===== src/rtl/sched_pkg.sv =====
`timescale 1ns/1ps
package sched_pkg;
  localparam int BYTE_W = 8;
  localparam int SLOTS  = 4;
  localparam int WORD_W = BYTE_W * SLOTS;
  localparam int CH_W   = 3;
  localparam int SEL_W  = 2;
  localparam int LBL_W  = 8;
  localparam int BLK_W  = CH_W + LBL_W;

  localparam logic [2:0] OP_END  = 3'b000;
  localparam logic [2:0] OP_NOP  = 3'b001;
  localparam logic [2:0] OP_LIT  = 3'b010;
  localparam logic [2:0] OP_DATA = 3'b011;
  localparam logic [2:0] OP_REV  = 3'b100;

  typedef enum logic [1:0] {ST_IDLE, ST_REQ, ST_CAP, ST_SEND} st_t;
  typedef enum logic [1:0] {PH_ACT, PH_VAL, PH_DAT} ph_t;

  typedef struct packed {
    logic [2:0]       op;
    logic [CH_W-1:0]  chan;
    logic [SEL_W-1:0] sel;
  } act_t;

  // op-codes that discard the word under construction
  function automatic logic op_drops(input logic [2:0] op);
    return (op == OP_NOP) || (op > OP_REV);
  endfunction
endpackage


===== src/rtl/sched_rate_timer.sv =====
`timescale 1ns/1ps
module sched_rate_timer #(
  parameter int RATE_W = 16
) (
  input  logic              clk,
  input  logic              rst,
  input  logic              active,
  input  logic [RATE_W-1:0] limit,
  output logic              roll
);
  logic [RATE_W-1:0] cnt_q;

  assign roll = active && (cnt_q == limit);

  always_ff @(posedge clk) begin
    if (rst || !active || roll) cnt_q <= '0;
    else                        cnt_q <= cnt_q + 1'b1;
  end
endmodule


===== src/rtl/sched_addr_gen.sv =====
`timescale 1ns/1ps
module sched_addr_gen
  import sched_pkg::*;
#(
  parameter int AW        = 16,
  parameter int IDX_W     = 6,
  parameter int TBL_BASE  = 'h4000,
  parameter int DATA_BASE = 0
) (
  input  ph_t              phase,
  input  logic [IDX_W-1:0] idx,
  input  logic [1:0]       slot,
  input  act_t             act,
  input  logic [LBL_W-1:0] lbl,
  output logic [AW-1:0]    addr,
  output logic [BLK_W-1:0] blk
);
  localparam int OFS_W = IDX_W + 3;
  logic [OFS_W-1:0] tbl_ofs;

  always_comb begin
    blk     = {act.chan, lbl};
    tbl_ofs = {idx, slot, (phase == PH_VAL)};
    if (phase == PH_DAT) addr = AW'(DATA_BASE) + AW'({blk, act.sel});
    else                 addr = AW'(TBL_BASE) + AW'(tbl_ofs);
  end
endmodule


===== src/rtl/sched_byte_former.sv =====
`timescale 1ns/1ps
module sched_byte_former
  import sched_pkg::*;
(
  input  logic [2:0]        op,
  input  logic              from_data,
  input  logic [BYTE_W-1:0] raw,
  output logic [BYTE_W-1:0] byte_o
);
  logic [BYTE_W-1:0] rev;

  for (genvar b = 0; b < BYTE_W; b++) begin : g_rev
    assign rev[b] = raw[BYTE_W-1-b];
  end

  assign byte_o = (!from_data && op == OP_REV) ? rev : raw;
endmodule


===== src/rtl/desc_tx_sched.sv =====
`timescale 1ns/1ps
module desc_tx_sched
  import sched_pkg::*;
#(
  parameter int AW        = 16,
  parameter int NDESC     = 64,
  parameter int RATE_W    = 16,
  parameter int TBL_BASE  = 'h4000,
  parameter int DATA_BASE = 0
) (
  input  logic              clk,
  input  logic              rst,
  input  logic              tx_en,
  input  logic              run,
  input  logic              skip,
  input  logic [RATE_W-1:0] rate_limit,
  output logic              mem_rd_en,
  output logic [AW-1:0]     mem_rd_addr,
  input  logic [7:0]        mem_rd_data,
  output logic              word_valid,
  input  logic              word_ready,
  output logic [31:0]       word_data,
  output logic              blk_clr,
  output logic [10:0]       blk_idx
);
  localparam int IDX_W = (NDESC > 1) ? $clog2(NDESC) : 1;
  localparam logic [IDX_W-1:0] LAST_IDX = IDX_W'(NDESC - 1);

  st_t                st_q, nxt_st;
  ph_t                ph_q, nxt_ph;
  logic [IDX_W-1:0]   idx_q, nxt_idx;
  logic [1:0]         slot_q, nxt_slot;
  act_t               act_q, nxt_act;
  logic [LBL_W-1:0]   lbl_q, nxt_lbl;
  logic [WORD_W-1:0]  asm_q, nxt_asm;
  logic               pend_q, nxt_pend;

  logic               active, roll, restart;
  logic               do_store, do_next, do_end;
  logic [2:0]         op_in;
  logic [BYTE_W-1:0]  byte_v;
  logic [BLK_W-1:0]   blk;

  assign active  = tx_en && run;
  assign op_in   = mem_rd_data[7:5];
  assign restart = skip ? roll : (pend_q || roll);

  sched_rate_timer #(.RATE_W(RATE_W)) u_rate (
    .clk   (clk),
    .rst   (rst),
    .active(active),
    .limit (rate_limit),
    .roll  (roll)
  );

  sched_addr_gen #(
    .AW(AW), .IDX_W(IDX_W), .TBL_BASE(TBL_BASE), .DATA_BASE(DATA_BASE)
  ) u_addr (
    .phase(ph_q),
    .idx  (idx_q),
    .slot (slot_q),
    .act  (act_q),
    .lbl  (lbl_q),
    .addr (mem_rd_addr),
    .blk  (blk)
  );

  sched_byte_former u_form (
    .op       (act_q.op),
    .from_data(ph_q == PH_DAT),
    .raw      (mem_rd_data),
    .byte_o   (byte_v)
  );

  always_comb begin
    nxt_st   = st_q;
    nxt_ph   = ph_q;
    nxt_idx  = idx_q;
    nxt_slot = slot_q;
    nxt_act  = act_q;
    nxt_lbl  = lbl_q;
    nxt_asm  = asm_q;
    nxt_pend = pend_q || roll;
    do_store = 1'b0;
    do_next  = 1'b0;
    do_end   = 1'b0;

    unique case (st_q)
      ST_IDLE: begin
        nxt_pend = 1'b0;
        if (roll) begin
          nxt_st   = ST_REQ;
          nxt_ph   = PH_ACT;
          nxt_idx  = '0;
          nxt_slot = '0;
        end
      end
      ST_REQ: nxt_st = ST_CAP;
      ST_CAP: begin
        unique case (ph_q)
          PH_ACT: begin
            nxt_act = act_t'(mem_rd_data);
            if (op_in == OP_END)     do_end  = 1'b1;
            else if (op_drops(op_in)) do_next = 1'b1;
            else begin
              nxt_ph = PH_VAL;
              nxt_st = ST_REQ;
            end
          end
          PH_VAL: begin
            nxt_lbl = mem_rd_data;
            if (act_q.op == OP_DATA) begin
              nxt_ph = PH_DAT;
              nxt_st = ST_REQ;
            end else begin
              do_store = 1'b1;
            end
          end
          default: do_store = 1'b1;
        endcase
      end
      default: begin
        if (word_ready) do_next = 1'b1;
      end
    endcase

    if (do_store) begin
      nxt_asm[{slot_q, 3'b000} +: BYTE_W] = byte_v;
      if (slot_q == 2'd3) begin
        nxt_st = ST_SEND;
      end else begin
        nxt_slot = slot_q + 2'd1;
        nxt_ph   = PH_ACT;
        nxt_st   = ST_REQ;
      end
    end

    if (do_next) begin
      if (idx_q == LAST_IDX) begin
        do_end = 1'b1;
      end else begin
        nxt_idx  = idx_q + 1'b1;
        nxt_slot = '0;
        nxt_ph   = PH_ACT;
        nxt_st   = ST_REQ;
      end
    end

    if (do_end) begin
      nxt_pend = 1'b0;
      nxt_idx  = '0;
      nxt_slot = '0;
      nxt_ph   = PH_ACT;
      nxt_st   = restart ? ST_REQ : ST_IDLE;
    end
  end

  always_ff @(posedge clk) begin
    if (rst || !active) begin
      st_q   <= ST_IDLE;
      ph_q   <= PH_ACT;
      idx_q  <= '0;
      slot_q <= '0;
      act_q  <= '0;
      lbl_q  <= '0;
      asm_q  <= '0;
      pend_q <= 1'b0;
    end else begin
      st_q   <= nxt_st;
      ph_q   <= nxt_ph;
      idx_q  <= nxt_idx;
      slot_q <= nxt_slot;
      act_q  <= nxt_act;
      lbl_q  <= nxt_lbl;
      asm_q  <= nxt_asm;
      pend_q <= nxt_pend;
    end
  end

  assign mem_rd_en  = (st_q == ST_REQ);
  assign blk_clr    = mem_rd_en && (ph_q == PH_DAT);
  assign blk_idx    = blk;
  assign word_valid = (st_q == ST_SEND);
  assign word_data  = asm_q;
endmodule


===== config.mk =====
export PLATFORM = sky130hd
export DESIGN_NAME = desc_tx_sched
export DESIGN_NICKNAME = d
export VERILOG_FILES = /design/src/rtl/sched_pkg.sv /design/src/rtl/sched_rate_timer.sv /design/src/rtl/sched_addr_gen.sv /design/src/rtl/sched_byte_former.sv /design/src/rtl/desc_tx_sched.sv
export SDC_FILE = /design/constraint.sdc
export NUM_CORES = 1
export LEC_CHECK = 0
export CORE_MARGIN = 5
export CORE_UTILIZATION = 45
export CTS_CLUSTER_DIAMETER = 50
export DETAILED_ROUTE_END_ITERATION = 6
export PLACE_DENSITY = 0.77
export SETUP_SLACK_MARGIN = 0.05
export SYNTH_ARGS = -nofsm -noshare
export SYNTH_HDL_FRONTEND = slang
export SYNTH_SLANG_ARGS = --single-unit

===== constraint.sdc =====
create_clock -name clk -period 2.6 [get_ports clk]
set_clock_uncertainty 0.2 [all_clocks]
set_input_delay 0.52 -clock clk [delete_from_list [all_inputs] [get_ports clk]]
set_output_delay 0.52 -clock clk [all_outputs]
set_load 0.1 [all_outputs]

Word-level counts from Yosys, hierarchy flattened
Cells that the tools add are included.
{"block": "op_classes", "addsub": 5, "mul": 0, "div": 0, "order_cmp": 1, "n_eq_ne": 11, "shifts": 2, "muxes": 49, "n_bitwise": 0, "n_reduce_logical": 18}
{"op": "$mux W2", "count": 23}
{"op": "$bwmux W32", "count": 1}
{"op": "$shift A8 B7 Y32 const A", "count": 1}
{"op": "$shiftx A8 B7 Y32", "count": 1}
{"op": "$mux W6", "count": 4}
{"op": "$add A15 B9 Y16 const A", "count": 1}
{"op": "$add A16 B1 Y16 const B", "count": 1}
{"op": "$eq A16 B16 Y1", "count": 1}
{"op": "$mux W16", "count": 1}
{"op": "$mux W1", "count": 13}
{"op": "$pmux W2 S2", "count": 3}
{"op": "$eq A2 B2 Y1 const B", "count": 4}
{"op": "$mux W8", "count": 1}
{"op": "$neg A5 Y7", "count": 1}
{"op": "$add A6 B1 Y6 const B", "count": 1}
{"op": "$eq A6 B6 Y1 const B", "count": 1}
{"op": "$pmux W2 S3", "count": 1}
{"op": "$eq A2 B1 Y1 const B", "count": 2}
{"op": "$logic_and A1 B1 Y1", "count": 4}
{"op": "$logic_not A2 Y1", "count": 2}
{"op": "$logic_or A1 B1 Y1", "count": 4}
{"op": "$pmux W1 S2", "count": 2}
{"op": "$reduce_and A2 Y1", "count": 2}
{"op": "$reduce_or A2 Y1", "count": 2}
{"op": "8 further kinds", "count": 9}
{"block": "word_totals", "ff_bits": 77, "latch_bits": 0, "mem_bits_rw": 0, "rom_bits": 0, "input_bits": 30, "out_inout_bits": 62, "wordCells": 97, "n_memories": 0}

Longest topological paths before layout
Gate-level depths: netlist (run 1).
{"block": "depth", "word_depth": 10, "depth_mapped": 8, "mapped_depth_nobuf": 7}

Cells and area by module
From an unflattened synthesis (run 1), not the netlist that was laid out.
{"block": "unflattened", "hier_cells": 472, "hier_area_um2": 4083.9}
{"mod": "desc_tx_sched", "n_inst": 1, "cells_each": 331, "area_each_um2": 2781.4, "seq_area_each_um2": 1221.2}
{"mod": "sched_rate_timer", "n_inst": 1, "cells_each": 101, "area_each_um2": 902.1, "seq_area_each_um2": 320.3}
{"mod": "sched_addr_gen", "n_inst": 1, "cells_each": 31, "area_each_um2": 286.5, "seq_area_each_um2": 0.0}
{"mod": "sched_byte_former", "n_inst": 1, "cells_each": 9, "area_each_um2": 113.9, "seq_area_each_um2": 0.0}

Worst setup path before layout (run 1)
No wires, ideal clock.
{"block": "synth_timing", "path_kind": "reg-to-output", "start": "register st_q[0]", "end": "output port blk_clr", "t_arrival_ns": 3.444, "required_time_ns": 1.880, "path_slack_ns": -1.564, "path_stages_with_launch": 4, "path_buffers": 1, "path_cell_list": "dfxtp_1 clkbuf_1 nor2b_1 nor2b_1"}
{"block": "synth_between", "elab_chain_cells": 2}
{"element": "start, declared", "line_no": "desc_tx_sched.sv:29", "text": "st_t st_q, nxt_st;"}
{"element": "start signal, assigned", "line_no": "desc_tx_sched.sv:169", "text": "st_q <= nxt_st;"}
{"element": "$eq A2 B1 Y1", "line_no": "desc_tx_sched.sv:180", "text": "assign mem_rd_en = (st_q == ST_REQ);"}
{"element": "named net mem_rd_en", "line_no": "desc_tx_sched.sv:17", "text": "output logic mem_rd_en,"}
{"element": "$logic_and A1 B1 Y1", "line_no": "desc_tx_sched.sv:181", "text": "assign blk_clr = mem_rd_en && (ph_q == PH_DAT);"}
{"element": "end, declared", "line_no": "desc_tx_sched.sv:23", "text": "output logic blk_clr,"}
The timed path passes the listed nets, and every way through them passes these cells.

Final worst setup path (run 1)
{"block": "layout_timing", "start": "input port rate_limit[12]", "end": "register slot_q[1]"}
{"block": "layout_between", "elab_chain_cells": 8}
{"element": "start, declared", "line_no": "desc_tx_sched.sv:16", "text": "input logic [RATE_W-1:0] rate_limit,"}
{"element": "$eq A16 B16 Y1 *", "line_no": "sched_rate_timer.sv:13", "text": "assign roll = active && (cnt_q == limit);"}
{"element": "$logic_and A1 B1 Y1 *", "line_no": "sched_rate_timer.sv:13"}
{"element": "$mux W2 *", "line_no": "desc_tx_sched.sv:91", "text": "if (roll) begin"}
{"element": "$mux W2 *", "line_no": "desc_tx_sched.sv:88", "text": "unique case (st_q)"}
{"element": "$mux W2", "line_no": "desc_tx_sched.sv:129", "text": "if (slot_q == 2'd3) begin"}
{"element": "$mux W2 *", "line_no": "desc_tx_sched.sv:127", "text": "if (do_store) begin"}
{"element": "$mux W2", "line_no": "desc_tx_sched.sv:139", "text": "if (idx_q == LAST_IDX) begin"}
{"element": "$mux W2 *", "line_no": "desc_tx_sched.sv:138", "text": "if (do_next) begin"}
{"element": "end signal, assigned", "line_no": "desc_tx_sched.sv:172", "text": "slot_q <= nxt_slot;"}
{"element": "end, declared", "line_no": "desc_tx_sched.sv:32", "text": "logic [1:0] slot_q, nxt_slot;"}
Every way passes the cells marked *; elsewhere a longest branch is shown, timed or not.
A chain may end at the register's enable or synchronous reset.

==> results of run 1 <==
==> cell type report <==
type	instances	area, um2	share of cell area
Clock buffer	9	124	0.0251
Clock inverter	7	57.6	0.0117
Inverter	7	27.5	0.00558
Multi-Input combinational cell	318	2010	0.407
Sequential cell	77	1540	0.312
Tap cell	105	131	0.0266
Timing Repair Buffer	108	1050	0.212
==> worst reg2reg max path: stages (launching register included) <==
cell,delay [ps]
dfxtp_1,460
xnor2_1,160
nand3_1,90
or4_4,510
or4_4,510
a32o_1,290
==> routing by layer <==
| metal | routed length, um | share of wire | track usage |
|---|---|---|---|
| met3 | 680 | 0.071 | 0.0514 |
| met5 | 0 | 0 | 0 |
| met2 | 4530 | 0.47 | 0.315 |
| met1 | 4200 | 0.44 | 0.250 |
| met4 | 214 | 0.022 | 0.0674 |
==> state kept, by name, summed over array words and instances, names as in the netlist <==
name / count
act_q: 8
st_q: 2
word_data: 32
idx_q: 6
u_rate.cnt_q: 16
pend_q: 1
ph_q: 2
lbl_q: 8
slot_q: 2
==> cells by family (layout without fill, tap and decap cells) <==
logic type | count (synthesis) | in the layout
buffers and inverters | 31 | 131
other | 1 | 2
xor gates and xnor gates | 30 | 30
and+or+nand+nor | 185 | 185
DFF | 77 | 77
adders and majority gates | 8 | 8
muxes | 18 | 18
AOI/OAI and AO/OA | 75 | 75
==> placed cells by master, fill, tap and decap left out, types with 13 or more instances in the layout <==
cell             count
a21oi_1             15
a2bb2oi_1           32
buf_12              13
buf_4               66
clkdlybuf4s50_1     29
dfxtp_1             77
mux2i_1             17
nand2_1             45
nand3_1             13
nor2_1              72
xnor2_1             14
xor2_1              16
==> stage by stage <==
step | area [um2] | util | std cells
6_report | 4930 | 0.610 | 631
3_5_place_dp | 4750 | 0.587 | 615
3_3_place_gp | 4750 | 0.587 | 615
5_1_grt | 4930 | 0.610 | 631
4_1_cts | 4930 | 0.610 | 631
2_1_floorplan | 3690 | - | 426
==> power by group through the flow <==
stage          clock network, mW  registers (mW)  logic, mW
2_1_floorplan                  0            1.21     0.0713
3_3_place_gp                   0            1.21      0.143
3_5_place_dp                   0            1.21      0.145
4_1_cts                    0.845            1.18      0.145
5_1_grt                    0.895            1.18      0.154
6_report                   0.829            1.18      0.146
==> Yosys cell counts, types with 3 or more instances <==
cell type,instances,area [um2]
a211oi_1,3,22.5
a21oi_1,15,75.1
a2bb2oi_1,32,280
a31o_2,6,52.6
and2_1,4,25.0
and3_1,13,81.3
buf_2,3,15.0
buf_4,5,37.5
clkbuf_1,15,56.3
dfxtp_1,77,1540
ha_1,8,100
inv_1,6,22.5
mux2i_1,17,170
nand2_1,51,191
nand2b_1,5,31.3
nand3_1,13,65.1
nand4_1,5,31.3
nor2_1,72,270
nor2b_1,4,25.0
nor3b_1,3,22.5
o21ai_0,5,25.0
or2_2,3,18.8
xnor2_1,14,123
xor2_1,16,140
==> final timing paths <==
| check | from | endpoint | slack [ps] | depth (start not counted) |
|---|---|---|---|---|
| worst max-delay path | rate_limit[12] | slot_q[1]$_SDFF_PP0_ | 140 | 6 |
| worst min-delay path | act_q[0]$_SDFFE_PP0P_ | act_q[0]$_SDFFE_PP0P_ | 260 | 2 |
| worst max register to register | u_rate.cnt_q[2]$_SDFF_PP0_ | slot_q[1]$_SDFF_PP0_ | 300 | 5 |
| worst min register to register | act_q[0]$_SDFFE_PP0P_ | act_q[0]$_SDFFE_PP0P_ | 260 | 2 |
==> impl_metrics.yaml, run 1 <==
outcome:
  status: "finished clean"
synth:
  ys.flop_type: "dfxtp_1"
  netlist_instances: 425
  yosysWarnings: 0
  async_flop_share: 0
  ys_types: 50
  synth_seq_cells: 77
  synth-seq-area-share: 0.421
  synth_area_um2: 3660
  synth_enable_flop_cells: 0
  synth-compound-area-share: 0.156
  synth-simple-area-share: 0.234
  muxShareOfSynthArea: 0.0495
  synth_area_per_cell_um2: 8.62
  synth_xor_area_frac: 0.0717
  synth_top_family_by_area: "simple AND/OR/NAND/NOR gates"
  synth_adder_area_share: 0.0273
clocking:
  cts_tree: "yes"
  clk_pin_slew_ps: 80
  cts_post_setup_buffers_inserted: 0
  htreeDepth: 3
  root_buffer: "clkbuf_8"
  hold_buffers: 0
  numClockSinks: 77
  max-clock-path-buffers: 2
  cts_resized: 0
  numCtsBuffers: 9
  insertion_delay_ps: 340
route:
  via_per_inst: 5.33
  ant_nets: 0
  dr.pass1.iters: 4
  wl_per_cell_um: 15.2
  drtIter0Drc: 107
  route.detailed.drc: 0
  wl_um: 9620
  vias: 3361
critical_path:
  worstSetupPathType: "in -> reg"
  cp_data_arrival_time_ps: 2500
  critPathRequiredTime_ps: 2640
  endpoint_kind: "flop"
  cp_slowest_cell: "or4_4"
  crit_family: "simple AND/OR/NAND/NOR gates"
  crit_path_max_fanout: 9
  worst-path-buf-inv: 1
  crit_path_max_incr_delay_ps: 510
  path_cells: "clkdlybuf4s50_1 > xnor2_1 > nand3_1 > or4_4 > or4_4 > a32o_1"
  critPathLaunchType: "input pin"
  worst_path_most_repeated_cell: "or4_4"
floorplanning:
  die_area_um2: 10000
  core_um2: 8090
  die_y_um: 100
  fp.dieW_um: 100
  initial_utilization: 0.453
  row_count: 33
  io_pins: 92
placement:
  hpwl_um: 7480
  dp_slack_ps: -228
  io_buffer_count: 89
  gp_congestion: 0.832
power:
  p_per_area_nw_per_um2: 437
  p_leak_nw: 1.97
  power_mw: 2.15
  internal_power_mw: 1.61
  pwr-share-seq: 0.548
  switching_power_mw: 0.543
  ir_worst_vdd_mv: 0.259
  p_clk_frac: 0.385
  swShare: 0.252
  pwr-share-comb: 0.068
min_path:
  hp-class: "reg -> reg"
timing:
  setup_viol: 0
  slew_headroom: 0.584
  setup_tns_ps: 0
  timing.hold.ws_ps: 260
  clock.fmax_mhz: 406
  drv_slew: 0
  setup_ws_ps: 140
  worst_pin_slew_ps: 620
  period_share: 0.946
  finalHoldViolCount: 0
  rsz0062_at_grt: "false"
  min_period_ps: 2460
grt:
  first_global_vias: 3251
  grt_usage: 0.195
  grt_max_degree: 28
  globalRouteOverflowTotal: 0
  grt_first_pass_wirelength_um: 15800
  grt_antenna_before_repair: 0
final_layout:
  nets: 559
  n_antenna_cell: 0
  drive_gt1_frac: 0.222
  area_delta_synth_final_pct: 34.7
  fill_cells: 687
flow_run:
  drv_cap: 0
Power figures use the tool's default switching activity.
==> inputs of run 2 (changes only) <==
--- a/config.mk
+++ b/config.mk
@@ -5,11 +5,13 @@
 export SDC_FILE = /design/constraint.sdc
 export NUM_CORES = 1
 export LEC_CHECK = 0
+export CELL_PAD_IN_SITES_DETAIL_PLACEMENT = 1
+export CELL_PAD_IN_SITES_GLOBAL_PLACEMENT = 2
 export CORE_MARGIN = 5
-export CORE_UTILIZATION = 45
+export CORE_UTILIZATION = 29
 export CTS_CLUSTER_DIAMETER = 50
 export DETAILED_ROUTE_END_ITERATION = 6
-export PLACE_DENSITY = 0.77
+export PLACE_DENSITY = 0.83
 export SETUP_SLACK_MARGIN = 0.05
 export SYNTH_ARGS = -nofsm -noshare
 export SYNTH_HDL_FRONTEND = slang
==> impl_metrics.yaml, run 2 (synthesis results as in run 1) <==
timing:
  setup_viol: 0
  slew_headroom: 0.560
  drv_slew: 0
  period_share: 0.951
  clock.fmax_mhz: 404
  worst_pin_slew_ps: 655
  setup_ws_ps: 127
  finalHoldViolCount: 0
  min_period_ps: 2470
  rsz0062_at_grt: "false"
critical_path:
  crit_family: "simple AND/OR/NAND/NOR gates"
  crit_path_max_incr_delay_ps: 510
  worst_path_most_repeated_cell: "or4_4"
  crit_path_max_fanout: 9
  cp_data_arrival_time_ps: 2510
  rr_startpoint: "u_rate.cnt_q[2]$_SDFF_PP0_"
  endpoint_kind: "flop"
  worstSetupPathType: "in -> reg"
  worst-path-buf-inv: 1
  startpoint: "rate_limit[6]"
  path_cells: "clkdlybuf4s50_1 > xnor2_1 > nand3_1 > or4_4 > or4_4 > a32o_1"
  critPathRequiredTime_ps: 2630
  critPathLaunchType: "input pin"
  cp_slowest_cell: "or4_4"
power:
  pwr-share-comb: 0.055
  p_clk_frac: 0.518
  internal_power_mw: 2.20
  switching_power_mw: 0.573
  swShare: 0.207
  pwr-share-seq: 0.427
  p_leak_nw: 2.10
  power_mw: 2.77
  ir_worst_vdd_mv: 0.282
  p_per_area_nw_per_um2: 524
route:
  dr.pass1.iters: 4
  wl_per_cell_um: 16.4
  ant_nets: 0
  wl_um: 11600
  route.detailed.drc: 0
  drtIter0Drc: 134
  vias: 3422
  via_per_inst: 4.83
final_layout:
  largest_reg_flops: 32
  area_delta_synth_final_pct: 44.4
  layout.cells.most_common_list: "77 x dfxtp_1, 73 x buf_4, 72 x nor2_1, 45 x nand2_1, 32 x a2bb2oi_1"
  final_common_cell: "dfxtp_1"
  n_antenna_cell: 0
  instances_no_fill: 708
  nets: 569
  drive_gt1_frac: 0.235
grt:
  grt_antenna_before_repair: 0
  grt_max_degree: 49
  grt_first_pass_wirelength_um: 18900
  globalRouteOverflowTotal: 0
  first_global_vias: 3622
  grt_usage: 0.162
clocking:
  cts_post_setup_buffers_inserted: 0
  cts_resized: 0
  max-clock-path-buffers: 2
  cts_tree: "yes"
  numClockSinks: 77
  hold_buffers: 0
  clk_pin_slew_ps: 60
  numCtsBuffers: 9
  insertion_delay_ps: 340
  root_buffer: "clkbuf_16"
  htreeDepth: 3
outcome:
  status: "finished clean"
placement:
  hpwl_um: 8940
  dp_slack_ps: -240
  io_buffer_count: 89
  place_inst: 692
  gp_congestion: 0.773
floorplanning:
  initial_utilization: 0.293
  fp.dieW_um: 122
  row_count: 41
  die_area_um2: 15000
  core_um2: 12500
  die_y_um: 122
  io_pins: 92
min_path:
  holdCritStartpoint: "act_q[1]$_SDFFE_PP0P_"
  hp-class: "reg -> reg"
flow_run:
  drv_cap: 0
run 2: cell count changes in the layout (fill, tap and decap cells not counted):
cell        delta
bufinv_16      +3
buf_12         +3
buf_4          +7
clkinvlp_4     -2
clkbuf_8       -9
clkbuf_16      +9
inv_6          -3
clkinv_2       +1
clkbuf_1       +1
run 2: final cells by class:
cell class,count,area (um2)
Fill cell,1492,7230
Sequential cell,77,1540
Multi-Input combinational cell,318,2010
Clock buffer,10,229
Timing Repair Buffer,118,1160
Clock inverter,6,111
Tap cell,172,215
Inverter,7,27.5
run 2: path summary, 6_finish.rpt:
| path | slack, ps | depth (start not counted) | to |
|---|---|---|---|
| setup reg to reg | 270 | 5 | slot_q[1]$_SDFF_PP0_ |
| setup / recovery | 130 | 6 | slot_q[1]$_SDFF_PP0_ |
| hold / removal | 260 | 2 | act_q[1]$_SDFFE_PP0P_ |
| hold reg to reg | 260 | 2 | act_q[1]$_SDFFE_PP0P_ |
run 2: worst register-to-register path, stage by stage (launching register included):
cell and delay, ps:
dfxtp_1 470, xnor2_1 160, nand3_1 90, or4_4 500, or4_4 510, a32o_1 290
run 2: power groups by stage:
stage                     Clock (mW)  Sequential, mW  Combinational (mW)
after floorplan                    0            1.21              0.0713
after global placement             0            1.21               0.152
after detailed placement           0            1.21               0.155
after CTS                       1.47            1.18               0.156
after global routing            1.52            1.18               0.164
final                           1.44            1.18               0.153
run 2: metal layers:
metal / wire [um] / vias up / global-route usage
met2: 5610 / 72 / 0.273
li1: - / 1680 / -
met3: 524 / 14 / 0.0433
met1: 5280 / 1656 / 0.203
met5: 0 / - / 0
met4: 163 / 0 / 0.0497
run 2: metrics by stage:
step           area (um2)  hold WS, ps  TNS [ps]  utilization
3_3_place_gp         4950          246     -1670        0.395
6_report             5290          265         0        0.423
5_1_grt              5290          277         0        0.423
3_5_place_dp         4950          254     -2270        0.395
2_1_floorplan        3690          237      -770            -
4_1_cts              5290          262         0        0.423
